===== src/rtl/pci_terr_pkg.sv =====
package pci_terr_pkg;

  // Qualifiers of one PCI address phase as seen by the error controller.
  typedef struct packed {
    logic vld;
    logic write;
    logic delayed;
    logic retry;
    logic par_err;
    logic rng_bad;
  } adr_phase_t;

endpackage


===== src/rtl/pci_terr_parity.sv =====
module pci_terr_parity (
  input  logic clk,
  input  logic rst,
  input  logic pen,
  input  logic dpe,
  input  logic pe_clr,
  output logic pe_q,
  output logic perr_q
);

  always_ff @(posedge clk) begin
    if (rst) begin
      pe_q   <= 1'b0;
      perr_q <= 1'b0;
    end else begin
      perr_q <= dpe & pen;
      if (dpe)
        pe_q <= 1'b1;
      else if (pe_clr)
        pe_q <= 1'b0;
    end
  end

  // PERR# never fires without the status bit being recorded
  p_perr_implies_pe_r1: assert property (@(posedge clk) disable iff (rst)
    perr_q |-> pe_q);

  // a clear with no competing set empties the status bit
  p_clear_takes_r3: assert property (@(posedge clk) disable iff (rst)
    (pe_clr && !dpe) |=> !pe_q);

endmodule


===== src/rtl/pci_terr_adr.sv =====
module pci_terr_adr
  import pci_terr_pkg::*;
#(
  parameter int NUM_SLOTS = 4,
  localparam int SLOT_W = (NUM_SLOTS > 1) ? $clog2(NUM_SLOTS) : 1
) (
  input  logic              clk,
  input  logic              rst,
  input  adr_phase_t        ph,
  input  logic [SLOT_W-1:0] slot,
  output logic              abort_q,
  output logic              start_q
);

  logic [NUM_SLOTS-1:0] pend_q;
  logic [NUM_SLOTS-1:0] set_v, clr_v;
  logic abort_n, start_n, do_set, do_clr, hit;

  assign hit = pend_q[slot];

  always_comb begin
    abort_n = 1'b0;
    start_n = 1'b0;
    do_set  = 1'b0;
    do_clr  = 1'b0;
    if (ph.vld) begin
      if (ph.par_err) begin
        abort_n = 1'b1;
      end else if (ph.retry) begin
        if (hit) begin
          abort_n = 1'b1;
          do_clr  = 1'b1;
        end
      end else if (!ph.write && ph.rng_bad) begin
        if (ph.delayed) do_set  = 1'b1;
        else            abort_n = 1'b1;
      end else begin
        start_n = 1'b1;
      end
    end
  end

  for (genvar i = 0; i < NUM_SLOTS; i++) begin : g_slot_dec
    assign set_v[i] = do_set && (slot == SLOT_W'(i));
    assign clr_v[i] = do_clr && (slot == SLOT_W'(i));
  end

  always_ff @(posedge clk) begin
    if (rst) begin
      pend_q  <= '0;
      abort_q <= 1'b0;
      start_q <= 1'b0;
    end else begin
      abort_q <= abort_n;
      start_q <= start_n;
      for (int i = 0; i < NUM_SLOTS; i++) begin
        if (set_v[i])      pend_q[i] <= 1'b1;
        else if (clr_v[i]) pend_q[i] <= 1'b0;
      end
    end
  end

  // a delivered retry abort consumes the slot's pending flag
  p_retry_consumes_r6: assert property (@(posedge clk) disable iff (rst)
    (ph.vld && ph.retry && !ph.par_err && pend_q[slot]) |=> !pend_q[$past(slot)]);

  // a delayed read with a bad range never aborts immediately
  p_delayed_defers_r6: assert property (@(posedge clk) disable iff (rst)
    (ph.vld && !ph.par_err && !ph.retry && !ph.write && ph.delayed && ph.rng_bad)
      |=> (!abort_q && !start_q));

endmodule


===== src/rtl/pci_terr_pwseg.sv =====
module pci_terr_pwseg (
  input  logic clk,
  input  logic rst,
  input  logic pen,
  input  logic sen,
  input  logic seg_vld,
  input  logic seg_bad,
  input  logic seg_last,
  output logic serr_q,
  output logic disc_q
);

  logic seg_err;
  assign seg_err = seg_vld & seg_bad;

  always_ff @(posedge clk) begin
    if (rst) begin
      serr_q <= 1'b0;
      disc_q <= 1'b0;
    end else begin
      serr_q <= seg_err & sen & pen;
      disc_q <= seg_err & ~seg_last;
    end
  end

  // a SERR# from a non-final segment always comes with a flush
  p_serr_with_flush_r10: assert property (@(posedge clk) disable iff (rst)
    (seg_err && !seg_last && sen && pen) |=> (serr_q && disc_q));

  // each bad segment gives its own pulse, even back to back
  p_pulse_per_segment_r11: assert property (@(posedge clk) disable iff (rst)
    (serr_q && seg_err && sen && pen) |=> serr_q);

endmodule


===== src/rtl/pci_terr_ctrl.sv =====
module pci_terr_ctrl
  import pci_terr_pkg::*;
#(
  parameter int NUM_SLOTS = 4,
  localparam int SLOT_W = (NUM_SLOTS > 1) ? $clog2(NUM_SLOTS) : 1
) (
  input  logic              clk,
  input  logic              rst,
  input  logic              cmd_pen,
  input  logic              cmd_sen,
  input  logic              pe_wr1c,
  input  logic              dpar_err,
  input  logic              adr_vld,
  input  logic              adr_write,
  input  logic              adr_delayed,
  input  logic              adr_retry,
  input  logic [SLOT_W-1:0] adr_slot,
  input  logic              adr_par_err,
  input  logic              rng_bad,
  input  logic              seg_vld,
  input  logic              seg_bad,
  input  logic              seg_last,
  output logic              pe_status,
  output logic              perr_pulse,
  output logic              serr_pulse,
  output logic              tgt_abort,
  output logic              local_start,
  output logic              queue_discard
);

  adr_phase_t ph;
  assign ph = '{vld: adr_vld, write: adr_write, delayed: adr_delayed,
                retry: adr_retry, par_err: adr_par_err, rng_bad: rng_bad};

  pci_terr_parity u_parity (
    .clk(clk), .rst(rst), .pen(cmd_pen), .dpe(dpar_err), .pe_clr(pe_wr1c),
    .pe_q(pe_status), .perr_q(perr_pulse)
  );

  pci_terr_adr #(.NUM_SLOTS(NUM_SLOTS)) u_adr (
    .clk(clk), .rst(rst), .ph(ph), .slot(adr_slot),
    .abort_q(tgt_abort), .start_q(local_start)
  );

  pci_terr_pwseg u_pwseg (
    .clk(clk), .rst(rst), .pen(cmd_pen), .sen(cmd_sen),
    .seg_vld(seg_vld), .seg_bad(seg_bad), .seg_last(seg_last),
    .serr_q(serr_pulse), .disc_q(queue_discard)
  );

  // an aborted transaction never reaches the local bus
  p_abort_no_start_r4: assert property (@(posedge clk) disable iff (rst)
    tgt_abort |-> !local_start);

  // address parity error always ends the phase in an abort
  p_ape_aborts_r4: assert property (@(posedge clk) disable iff (rst)
    (adr_vld && adr_par_err) |=> tgt_abort);

endmodule


===== config.mk =====
export PLATFORM = sky130hd
export DESIGN_NAME = pci_terr_ctrl
export DESIGN_NICKNAME = d
export VERILOG_FILES = /design/src/rtl/pci_terr_pkg.sv /design/src/rtl/pci_terr_parity.sv /design/src/rtl/pci_terr_adr.sv /design/src/rtl/pci_terr_pwseg.sv /design/src/rtl/pci_terr_ctrl.sv
export SDC_FILE = /design/constraint.sdc
export NUM_CORES = 1
export LEC_CHECK = 0
export ABC_CLOCK_PERIOD_IN_PS = 2900
export BUFFER_PORTS_ARGS = -buffer_cell sky130_fd_sc_hd__buf_2
export CORE_AREA = 2 2 39 41
export CTS_BUF_LIST = sky130_fd_sc_hd__clkbuf_4
export DETAILED_ROUTE_END_ITERATION = 6
export DIE_AREA = 0 0 41 43
export GPL_TIMING_DRIVEN = 1
export PLACE_DENSITY = 0.68
export SETUP_SLACK_MARGIN = 0.4
export SLEW_MARGIN = 20
export SYNTH_ARGS = -nofsm -noshare
export SYNTH_HDL_FRONTEND = slang
export SYNTH_HIERARCHICAL = 1
export SYNTH_SLANG_ARGS = --single-unit

===== constraint.sdc =====
create_clock -name clk -period 2.9 [get_ports clk]
set_clock_uncertainty 0.1 [all_clocks]
set_input_delay 0.435 -clock clk [delete_from_list [all_inputs] [get_ports clk]]
set_output_delay 0.435 -clock clk [all_outputs]
set_load 0.05 [all_outputs]

* Yosys cells after proc, flatten, opt, wreduce, memory -nomap -nowiden
Cells that the tools add are included.
** Cells by class
- Bitwise operators :: 7
- Mux-type cells :: 26
- $lt $le $gt $ge :: 1
- Equal/unequal tests :: 3
- Reductions and logical operators :: 18
** Operators with widths (count)
- $mux 1 :: 25
- $reduce_bool 2->1 :: 5
- $logic_and 1x1->1 :: 9
- $and 1x1->1 :: 5
- $eq 2x2->1 const B :: 2
- $reduce_or 4->1 :: 1
- $lt 2x3->1 const B :: 1
- $bmux 1 s2 :: 1
- $eq 2x1->1 const B :: 1
- $logic_not 2->1 :: 1
- $not 1->1 :: 2
- $reduce_or 2->1 :: 1
- $logic_not 1->1 :: 1
** Storage, ports and cells
- Flip-flop bits (word level) :: 10
- Word-level logic and storage cells :: 65
- Input port bits :: 17

* Depth between registers and ports, before layout
- Depth in word-level cells :: 9
- Gate-level depth with buffers :: 4
- Gate-level depth less buffers :: 3

* Cells and area by module
Netlist, hierarchy kept.
** By module, submodules not included
- pci_terr_adr :: cells each 43, area an instance 386.6 µm², instances 1
- pci_terr_parity :: cells each 6, area an instance 71.3 µm², instances 1
- pci_terr_pwseg :: cells each 6, area an instance 62.6 µm², instances 1

* Least setup slack after synthesis
OpenSTA, ideal clock, no wires.
- Kind :: in2reg
- From :: in adr_slot[1]
- To :: reg u_adr.abort_q
- Setup time :: 122 ps
- Arrival time :: 1197 ps
- Path buffers :: 1
- Stages on the path :: 4
- Slack :: 1482 ps
- Path through :: buf_6 > mux2i_2 > o22ai_1 > o311a_1
** On the way
- Word-level cells in the longest chain between the ends :: 5
** RTL lines
- start: declaration :: RTL line pci_terr_ctrl.sv:17 : input logic [SLOT_W-1:0] adr_slot,
- $bmux 1 s2 :: RTL line pci_terr_adr.sv:19 : assign hit = pend_q[slot];
- $mux 1 (not written as such) :: RTL line pci_terr_adr.sv:19
- $mux 1 :: RTL line pci_terr_adr.sv:30 : if (hit) begin
- $mux 1 :: RTL line pci_terr_adr.sv:29 : end else if (ph.retry) begin
- $mux 1 :: RTL line pci_terr_adr.sv:27 : if (ph.par_err) begin
- end signal: assignment :: RTL line pci_terr_adr.sv:54 : abort_q <= abort_n;
- end: declaration :: RTL line pci_terr_adr.sv:11 : output logic abort_q,
No other way between the ends. The select of a mux whose other input is x is not followed.
A chain may end at the register's enable or synchronous reset.

* Worst setup path after layout
- From :: reg u_adr.start_q
- To :: out local_start
** RTL lines
- start: declaration :: RTL line pci_terr_adr.sv:12 : output logic start_q
- start signal: assignment :: RTL line pci_terr_adr.sv:55 : start_q <= start_n;
- end: declaration :: RTL line pci_terr_ctrl.sv:27 : output logic local_start,
No word-level cell between the ends.

==> impl_metrics.tcl <==
set metrics [dict create \
    seq_area_frac_synth 0.385 \
    cts.clk_slew.worst_paths_ns 0.08 \
    netlist_area_um2 520 \
    cellPowerDensity_nw_per_um2 447 \
    fin_crit_ns 1.38 \
    cap_violations 0 \
    antenna_found_initial 0 \
    synth_common_cells "dfxtp_1 (10), nand2_1 (5), nand2b_1 (5), nand3_1 (4)" \
    p_sw_frac 0.287 \
    numClockSinks 10 \
    multiInputGateArea_um2 297 \
    fin_nets 97 \
    firstDrtPassIters 4 \
    path_cells "buf_2" \
    synthFlopType "dfxtp_1" \
    dpl.cell_count 91 \
    hold_viol_final 0 \
    yosys-top-cells-area "dfxtp_1 (38%), nand2b_1 (6.0%), mux2i_2 (5.3%)" \
    pwr-share-seq 0.486 \
    status "finished clean" \
    grt_pass1_vias 408 \
    cp_max_fo 1 \
    synth_top_cell_by_area "dfxtp_1" \
    cp.required_ns 2.37 \
    seqCellArea_um2 200 \
    yosysMostFrequentCell "dfxtp_1" \
    hold_slack_ns 0.220 \
    end_kind "output pin" \
    htreeDepth 1 \
    critical_path_class "flop to output pin" \
    pwr-share-clk 0.347 \
    grt_max_degree 13 \
    fin_crit_sh 0.475 \
    syn-instance-count 55 \
    root_buffer "clkbuf_4" \
    ys_warn_count 6 \
    die_y_um 43 \
    synth_top_area_share 0.385 \
    hpwl_um 822 \
    ys_types 27 \
    io_pins 23 \
    leakagePower_nw 0.282 \
    drtIter0Drc 6 \
    async_flop_share 0 \
    hold_buffers 0 \
    clockBufferDepth 2 \
    post-cts-setup-buffer-count 0 \
    portBuffers 22 \
    routed_wirelength_um 1140 \
    setup_violations 0 \
    wire_per_inst_um 12.0 \
    slew_headroom 0.691 \
    hp-class "input port to flop" \
    die-width_um 41 \
    crit_buf_inv 1 \
    start_util 0.376 \
    clk_latency_ns 0.27 \
    p_switching_w 0.0000847 \
    crit_arrival_ns 0.84 \
    cp-start-kind "flop" \
    slew_viol_final 0 \
    syn_nets 72 \
    fillCellCount 138 \
    path_delay_family "flip-flops" \
    ys_ff_latch 10 \
    row_count 14 \
    max_stage_delay_ns 0.31 \
    setup_tns_ns 0 \
    power_w 0.000295 \
    die-area_um2 1760 \
    grt_use_total 0.153 \
    fin_cells 95 \
    ir_drop_uv 228 \
    slowest_stage "dfxtp_1" \
    ant_nets 0 \
    avgViaCountPerCell 5.21 \
    numCtsBuffers 3 \
    gr-total-overflow 0 \
    drive_gt1_frac 0.392 \
    areaGrowthSynthToFinish_pct 26.9 \
    cts.repair.resized 0 \
    postSynthAreaPerCell_um2 9.46 \
    drc 0 \
    cts_tree "built" \
    fmax_mhz 726 \
    via_count 495 \
    gp_congestion 0.794 \
    comb_power_share 0.167 \
    rsz0062_at_grt "no" \
    core_area_um2 1380 \
    intPower_w 0.000211 \
    tightest_slew_ns 0.462 \
    diodes 0 \
    synth-edff-count 0 \
    grt_pass1_wl_um 1720 \
]
## power by group through the flow
stage	Combinational [W]	Clock [W]	Sequential (W)
6_report	0.0000493	0.000103	0.000143
5_1_grt	0.0000532	0.000118	0.000144
4_1_cts	0.0000494	0.000109	0.000144
3_5_place_dp	0.0000492	0	0.000147
3_3_place_gp	0.0000485	0	0.000147
2_1_floorplan	0.0000203	0	0.000157
## final timing paths
check,startpoint,end,cells past startpoint,slack [ns]
min reg2reg,u_parity/pe_q,u_parity/pe_q,2,0.39
max reg2reg,u_adr/pend_q[1],u_adr/abort_q,3,1.70
min,seg_last,u_pwseg/disc_q,2,0.22
max,u_adr/start_q,local_start,1,1.52
## layout make-up
type,instances,share of cell area
Clock buffer,3,0.0341
Tap cell,16,0.0303
Sequential cell,10,0.303
Inverter,2,0.0114
Timing Repair Buffer,22,0.167
Multi-Input combinational cell,41,0.449
Clock inverter,1,0.00568
## placed cells by master (no fill, tap or decap), drive strengths merged, types with 2 or more instances in the layout
cell    count
o22ai       2
nand3       4
inv         2
buf        22
clkbuf      3
mux2i       2
nand2       5
nand4b      3
nand2b      5
dfxtp      10
nor3        3
o211ai      3
## flip-flops by register name, indices dropped and copies added, names as in the netlist
register and cells:
u_adr/pend_q 4, u_pwseg/serr_q 1, u_parity/perr_q 1, u_adr/abort_q 1
u_pwseg/disc_q 1, u_adr/start_q 1, u_parity/pe_q 1
## per-layer routing
metal	track usage	wire, um	vias up
li1	-	-	252
met1	0.175	504	225
met2	0.222	545	18
met3	0.0628	87	0
met4	0.100	0	0
met5	0	0	-
## kinds of logic (layout without fill, tap and decap cells)
kind of cell	after synthesis	count (layout)	share of synthesized area
AOI/OAI and AO/OA	10	10	0.144
DFF	10	10	0.385
and+or+nand+nor	29	29	0.373
muxes	2	2	0.0529
buffers and inverters	4	28	0.0457
## per-stage QoR
stage,worst slack [ns],instance area [um2],utilization
after floorplan,1.48,520,-
after global placement,1.35,634,0.458
after detailed placement,1.33,634,0.458
after CTS,1.50,661,0.477
after global routing,1.45,661,0.477
final,1.52,661,0.477
(Power assumes the default switching activity.)
